**src/rtl/startup_seq_pkg.sv**
```systemverilog
package startup_seq_pkg;

    typedef enum logic [2:0] {
        ST_IDLE     = 3'd0,
        ST_SAMPLE   = 3'd1,
        ST_PREBIAS  = 3'd2,
        ST_RAMP     = 3'd3,
        ST_REGULATE = 3'd4
    } seq_state_t;

endpackage

```
**src/rtl/ss_window_timer.sv**
```systemverilog
module ss_window_timer #(
    parameter int SET_W      = 8,
    parameter int CLK_PER_US = 4
) (
    input  logic             clk,
    input  logic             rst_n,
    input  logic             run,
    input  logic [SET_W-1:0] setting,
    output logic             done
);
    localparam int MAX_LEN = (((1 << SET_W) - 1) * 4 + 70) * CLK_PER_US;
    localparam int CNT_W   = $clog2(MAX_LEN + 1);

    logic [CNT_W-1:0] cnt_q;
    logic [31:0]      win_len;
    logic             last;

    // window length in cycles: (setting*4 + 70) microseconds
    assign win_len = (32'(setting) * 32'd4 + 32'd70) * 32'(CLK_PER_US);
    assign last    = (32'(cnt_q) == win_len - 32'd1);
    assign done    = run && last;

    always_ff @(posedge clk or negedge rst_n) begin
        if (!rst_n) begin
            cnt_q <= '0;
        end else if (!run || last) begin
            cnt_q <= '0;
        end else begin
            cnt_q <= cnt_q + 1'b1;
        end
    end

endmodule

```
**src/rtl/ss_limit_clamp.sv**
```systemverilog
module ss_limit_clamp #(
    parameter int CODE_W    = 10,
    parameter int LIMIT_MAX = 250
) (
    input  logic [CODE_W-1:0] raw_code,
    input  logic              open_det,
    output logic [CODE_W-1:0] clamped
);
    localparam logic [CODE_W-1:0] CEIL = CODE_W'(LIMIT_MAX);

    always_comb begin
        if (open_det || (raw_code > CEIL)) begin
            clamped = CEIL;
        end else begin
            clamped = raw_code;
        end
    end

endmodule

```
**src/rtl/ss_ramp_gen.sv**
```systemverilog
module ss_ramp_gen #(
    parameter int CODE_W      = 10,
    parameter int TARGET_CODE = 500,
    parameter int RAMP_CYC    = 6000
) (
    input  logic              clk,
    input  logic              rst_n,
    input  logic              clear,
    input  logic              run,
    output logic [CODE_W-1:0] code,
    output logic              hit
);
    localparam int TICK   = (RAMP_CYC / TARGET_CODE < 1) ? 1 : RAMP_CYC / TARGET_CODE;
    localparam int TICK_W = (TICK > 1) ? $clog2(TICK) : 1;
    localparam logic [TICK_W-1:0] TICK_LAST = TICK_W'(TICK - 1);
    localparam logic [CODE_W-1:0] TGT_M1    = CODE_W'(TARGET_CODE - 1);

    logic [TICK_W-1:0] tick_q;
    logic [CODE_W-1:0] code_q;
    logic              wrap;

    assign wrap = (tick_q == TICK_LAST);
    assign hit  = run && wrap && (code_q == TGT_M1);
    assign code = code_q;

    always_ff @(posedge clk or negedge rst_n) begin
        if (!rst_n) begin
            tick_q <= '0;
            code_q <= '0;
        end else if (clear) begin
            tick_q <= '0;
            code_q <= '0;
        end else if (run) begin
            if (wrap) begin
                tick_q <= '0;
                code_q <= code_q + 1'b1;
            end else begin
                tick_q <= tick_q + 1'b1;
            end
        end
    end

endmodule

```
**src/rtl/startup_seq.sv**
```systemverilog
module startup_seq
    import startup_seq_pkg::*;
#(
    parameter int CODE_W      = 10,
    parameter int SET_W       = 8,
    parameter int CLK_PER_US  = 4,
    parameter int TARGET_CODE = 500,
    parameter int RAMP_CYC    = 6000,
    parameter int LIMIT_MAX   = 250
) (
    input  logic              clk,
    input  logic              rst_n,
    input  logic              sys_enable,
    input  logic              por_good,
    input  logic [CODE_W-1:0] ilim_code,
    input  logic              ilim_open,
    input  logic [SET_W-1:0]  samp_set,
    input  logic [CODE_W-1:0] fb_code,
    output logic [CODE_W-1:0] ref_code,
    output logic [CODE_W-1:0] ilim_held,
    output logic              sw_enable,
    output logic              ss_done
);
    seq_state_t        state_q, state_d;
    logic              go_ok;
    logic              win_run, win_done;
    logic              ramp_clear, ramp_run, ramp_hit;
    logic [CODE_W-1:0] ramp_code;
    logic [CODE_W-1:0] lim_clamped;
    logic [CODE_W-1:0] held_q;

    assign go_ok = sys_enable && por_good;

    ss_window_timer #(
        .SET_W     (SET_W),
        .CLK_PER_US(CLK_PER_US)
    ) u_window (
        .clk    (clk),
        .rst_n  (rst_n),
        .run    (win_run),
        .setting(samp_set),
        .done   (win_done)
    );

    ss_limit_clamp #(
        .CODE_W   (CODE_W),
        .LIMIT_MAX(LIMIT_MAX)
    ) u_clamp (
        .raw_code(ilim_code),
        .open_det(ilim_open),
        .clamped (lim_clamped)
    );

    ss_ramp_gen #(
        .CODE_W     (CODE_W),
        .TARGET_CODE(TARGET_CODE),
        .RAMP_CYC   (RAMP_CYC)
    ) u_ramp (
        .clk  (clk),
        .rst_n(rst_n),
        .clear(ramp_clear),
        .run  (ramp_run),
        .code (ramp_code),
        .hit  (ramp_hit)
    );

    // next-state logic
    always_comb begin
        state_d = state_q;
        if (!go_ok) begin
            state_d = ST_IDLE;
        end else begin
            unique case (state_q)
                ST_IDLE:     state_d = ST_SAMPLE;
                ST_SAMPLE:   if (win_done) state_d = ST_PREBIAS;
                ST_PREBIAS: begin
                    if (ramp_hit) begin
                        state_d = ST_REGULATE;
                    end else if (ramp_code >= fb_code) begin
                        state_d = ST_RAMP;
                    end
                end
                ST_RAMP:     if (ramp_hit) state_d = ST_REGULATE;
                ST_REGULATE: state_d = ST_REGULATE;
                default:     state_d = ST_IDLE;
            endcase
        end
    end

    // state register and held limit
    always_ff @(posedge clk or negedge rst_n) begin
        if (!rst_n) begin
            state_q <= ST_IDLE;
            held_q  <= '0;
        end else begin
            state_q <= state_d;
            if (!go_ok) begin
                held_q <= '0;
            end else if (state_q == ST_SAMPLE && win_done) begin
                held_q <= lim_clamped;
            end
        end
    end

    // outputs and sub-block controls
    always_comb begin
        win_run    = 1'b0;
        ramp_clear = 1'b1;
        ramp_run   = 1'b0;
        sw_enable  = 1'b0;
        ss_done    = 1'b0;
        unique case (state_q)
            ST_IDLE: ;
            ST_SAMPLE:   win_run = go_ok;
            ST_PREBIAS: begin
                ramp_clear = !go_ok;
                ramp_run   = go_ok;
            end
            ST_RAMP: begin
                ramp_clear = !go_ok;
                ramp_run   = go_ok;
                sw_enable  = 1'b1;
            end
            ST_REGULATE: begin
                ramp_clear = !go_ok;
                sw_enable  = 1'b1;
                ss_done    = 1'b1;
            end
            default: ;
        endcase
        ref_code  = ramp_code;
        ilim_held = held_q;
    end

endmodule

```
**config.mk**
```make
export PLATFORM = sky130hd
export DESIGN_NAME = startup_seq
export DESIGN_NICKNAME = d
export VERILOG_FILES = /design/src/rtl/startup_seq_pkg.sv /design/src/rtl/ss_window_timer.sv /design/src/rtl/ss_limit_clamp.sv /design/src/rtl/ss_ramp_gen.sv /design/src/rtl/startup_seq.sv
export SDC_FILE = /design/constraint.sdc
export NUM_CORES = 1
export LEC_CHECK = 0
export BUFFER_PORTS_ARGS = -buffer_cell sky130_fd_sc_hd__buf_4
export CORE_ASPECT_RATIO = 1.1
export CORE_MARGIN = 5
export CORE_UTILIZATION = 25
export DETAILED_ROUTE_END_ITERATION = 8
export GPL_ROUTABILITY_DRIVEN = 0
export MAX_ROUTING_LAYER = met4
export PLACE_DENSITY = 0.47
export SLEW_MARGIN = 25
export SYNTH_ARGS = -nofsm -noshare
export SYNTH_HDL_FRONTEND = slang
export SYNTH_SLANG_ARGS = --single-unit
```
**constraint.sdc**
```tcl
create_clock -name clk -period 4.5 [get_ports clk]
set_input_delay 0 -clock clk [delete_from_list [all_inputs] [get_ports clk]]
set_output_delay 0 -clock clk [all_outputs]
set_load 0.01 [all_outputs]
```
==> results.md <==
- Fin Clk Skew: 0.00748 ns
- Worst setup path endpoint: ilim_held[8]
- Setup TNS: 0 ns
- Stages on the worst setup path: 6
- Syn Area/Cell: 9.11 um^2
- Die W: 104 um
- Ports: 55
- Clock root cell: clkbuf_8
- Crit-path max cell delay: 0.42 ns
- Nets: 375
- Clock latency on the worst-skew pair: 0.29 ns
- Starting Density: 25.7%
- Final Util: 33.2%
- Worst Setup End Kind: flip-flop
- Clock Tree Buf Depth: 2
- Sequential area share after synthesis: 41.5%
- Vias in the first global route: 2160
- Post-route ant nets: 0
- Post-synthesis register bit count: 40
- Slowest-stage cell, CP: dfrtp_1
- Multi-input logic area: 1310 um^2
- CTS Buf Count: 5
- Depth of the CTS H-tree: 2
- Port bufs: 54
- Inst Count DP: 430
- Synthesized cell area: 2410 um^2
- Fmax: 417 MHz
- Slew Viols, Final: 0
- Share of layout cells above drive strength 1: 19.8%
- Crit-path cells: xor2_1 -> a2111oi_0 -> nand3_1 -> nor4_2 -> nand2_1 -> and3_1
- Half-perimeter wire length after placement: 4.40 mm
- WL per Instance: 12.8 um
- Chip height: 113 um
- Worst-case vdd ir drop: 0.108 mV
- Synth warnings: 0
- DR iter-0 viols: 72
- Setup violators final: 0
- Most used DFF post-synth: dfrtp_1
- Max cap viols: 0
- CP delay by family, top: simple AND/OR/NAND/NOR gates
- Pre-antenna DRT Iters: 4
- Largest net degree at the start of global routing: 41
- Worst-path clk slew: 0.08 ns
- Fin crit share: 53.3%
- Status: complete, no violations
- Total core area: 9400 um^2
- Number of flops mapped to enable cells by yosys: 0
- Initial antenna violation count: 0
- Final Hold Fails: 0
- Design area: 3120 um^2
- Total number of vias: 2081
- Mapped Cells: 265
- Power per cell area: 230 nW/um^2
- Area Overhead vs Synth: 29.3%
- Post-synthesis async set-or-reset flop share: 100%
- Leak: 1.50 nW
- Rows: 37
- Crit Reg-Reg Endpoint: ilim_held[8]
- R2R Path Start: u_window.cnt_q[11]
- CP Launch Point: u_window.cnt_q[11]
- Clock Sinks: 40
- Most frequent cells in the layout: buf_4, dfrtp_1, nor2_1
- Post-CTS Setup Repair Bufs: 0
- Mean number of vias per cell: 4.67
- CP max FO: 11
- Headroom to the max-slew limit: 50.0%
- Period minus WS final: 2.40 ns
- Most common cell after layout, fill and taps aside: buf_4
- Total routed wirelength: 5.72 mm
- Fin cells: 446
- Reg area: 1000 um^2
- Worst EP arrival: 2.57 ns
- Setup crit start kind: flip-flop
- Total power: 0.718 mW
- TritonCTS clock tree: yes
- Tightest Hold Check Type: input pin to flip-flop
- Tightest Pin Transition: 0.750 ns
- FILL cells: 981
- RSZ-0062 raised after global routing: no
- Crit Path Category: flip-flop to flip-flop
- WP data required: 4.68 ns
- Synthesized net count: 312
- Final routed DRC violation total: 0
- Worst Path Buf+Inv: 0
- GRT Util Overall: 10.2%
- Antenna diode count: 0
- CTS resizes: 0
- Placed Area: 2930 um^2
- Die area: 11700 um^2
- R2R cell count: 6
- R2R Setup Slk: 2.10 ns
- Netlist cell types: 48
- Grt ovf: 0
- Global-route wire length before repair: 9.85 mm
[worst reg2reg max path, delay by kind of cell, from the launching register on]
family | cells | cell delay, ns
and+or+nand+nor | 4 | 1.25
DFF | 1 | 0.42
AOI/OAI and AO/OA | 1 | 0.42
xor gates and xnor gates | 1 | 0.21
[cell usage after synthesis, drive strengths merged (2+ instances only)]
master	count	area (um^2)
a211oi	2	15.0
a21o	3	22.5
a21oi	10	50.1
and2	4	25.0
and3	5	31.3
buf	5	32.5
clkbuf	2	7.51
dfrtp	40	1000
ha	14	175
inv	17	63.8
mux2i	9	90.1
nand2	24	90.1
nand2b	2	12.5
nand3	10	50.1
nand3b	2	15.0
nand4	6	37.5
nor2	31	116
nor2b	2	12.5
nor3	7	35.0
nor3b	2	15.0
nor4	4	31.3
o2111ai	3	26.3
o21ai	12	60.1
o31ai	2	15.0
or3	9	56.3
xnor2	11	96.3
xor2	11	96.3
[stage by stage]
step | worst slack [ns] | hold slack (ns)
2_1_floorplan | 2.55 | -0.296
3_3_place_gp | 2.10 | 0.0175
3_5_place_dp | 2.05 | 0.0237
4_1_cts | 2.03 | 0.00265
5_1_grt | 1.87 | 0.0166
6_report | 2.10 | 0.0151
[repair_timing]
item / in CTS / in global routing
endpoints found under the hold margin: 46 / 1
setup endpoints to repair: 0 / 0
hold buffers: 7 / 1
[cell type report]
| cell class | instances | share of cell area [%] |
|---|---|---|
| clock buffer | 6 | 2.32 |
| clock inverter | 2 | 1.12 |
| inverter | 17 | 2.04 |
| multi-input combinational | 201 | 42.0 |
| sequential | 40 | 32.1 |
| tap | 117 | 4.69 |
| timing repair buffer | 63 | 15.8 |
[where the power goes]
part / switching [mW] / leakage [nW] / internal, mW
logic: 0.0343 / 0.884 / 0.0358
clock network: 0.122 / 0.0552 / 0.165
registers: 0.00117 / 0.558 / 0.360
total: 0.158 / 1.50 / 0.560
[per-layer routing]
metal | track usage, % | vias to the layer above | part of all wire, %
met2 | 17.5 | 29 | 51
met3 | 2.40 | 4 | 3.4
met4 | 2.59 | 0 | 0.79
met5 | - | - | 0
met1 | 12.2 | 995 | 45
li1 | - | 1053 | -
[sequential cells by signal, summed over array words and instances, names as in the netlist]
name / count
ilim_held: 10
u_window.cnt_q: 13
state_q: 3
u_ramp.tick_q: 4
u_ramp.code: 10
[how the worst min path moves through the flow]
stage	startpoint	slack, ns	endpoint	depth (start not counted)
2_1_floorplan	rst_n	-0.30	ilim_held[0]	0
3_3_place_gp	rst_n	0.02	u_ramp.code[0]	1
3_5_place_dp	rst_n	0.02	u_ramp.code[0]	1
4_1_cts	ilim_code[2]	0.003	ilim_held[1]	3
5_1_grt	ilim_code[2]	0.02	ilim_held[2]	3
6_report	ilim_code[2]	0.02	ilim_held[1]	3
[cell families after synthesis]
family                     count (synthesis)  share of synthesized area [%]
buffers and inverters                     24                           4.30
muxes                                      9                           3.73
and+or+nand+nor                          112                           23.2
DFF                                       40                           41.5
AOI/OAI and AO/OA                         44                           12.1
xor gates and xnor gates                  22                           7.98
adders and majority gates                 14                           7.25
(Power assumes the default switching activity.)
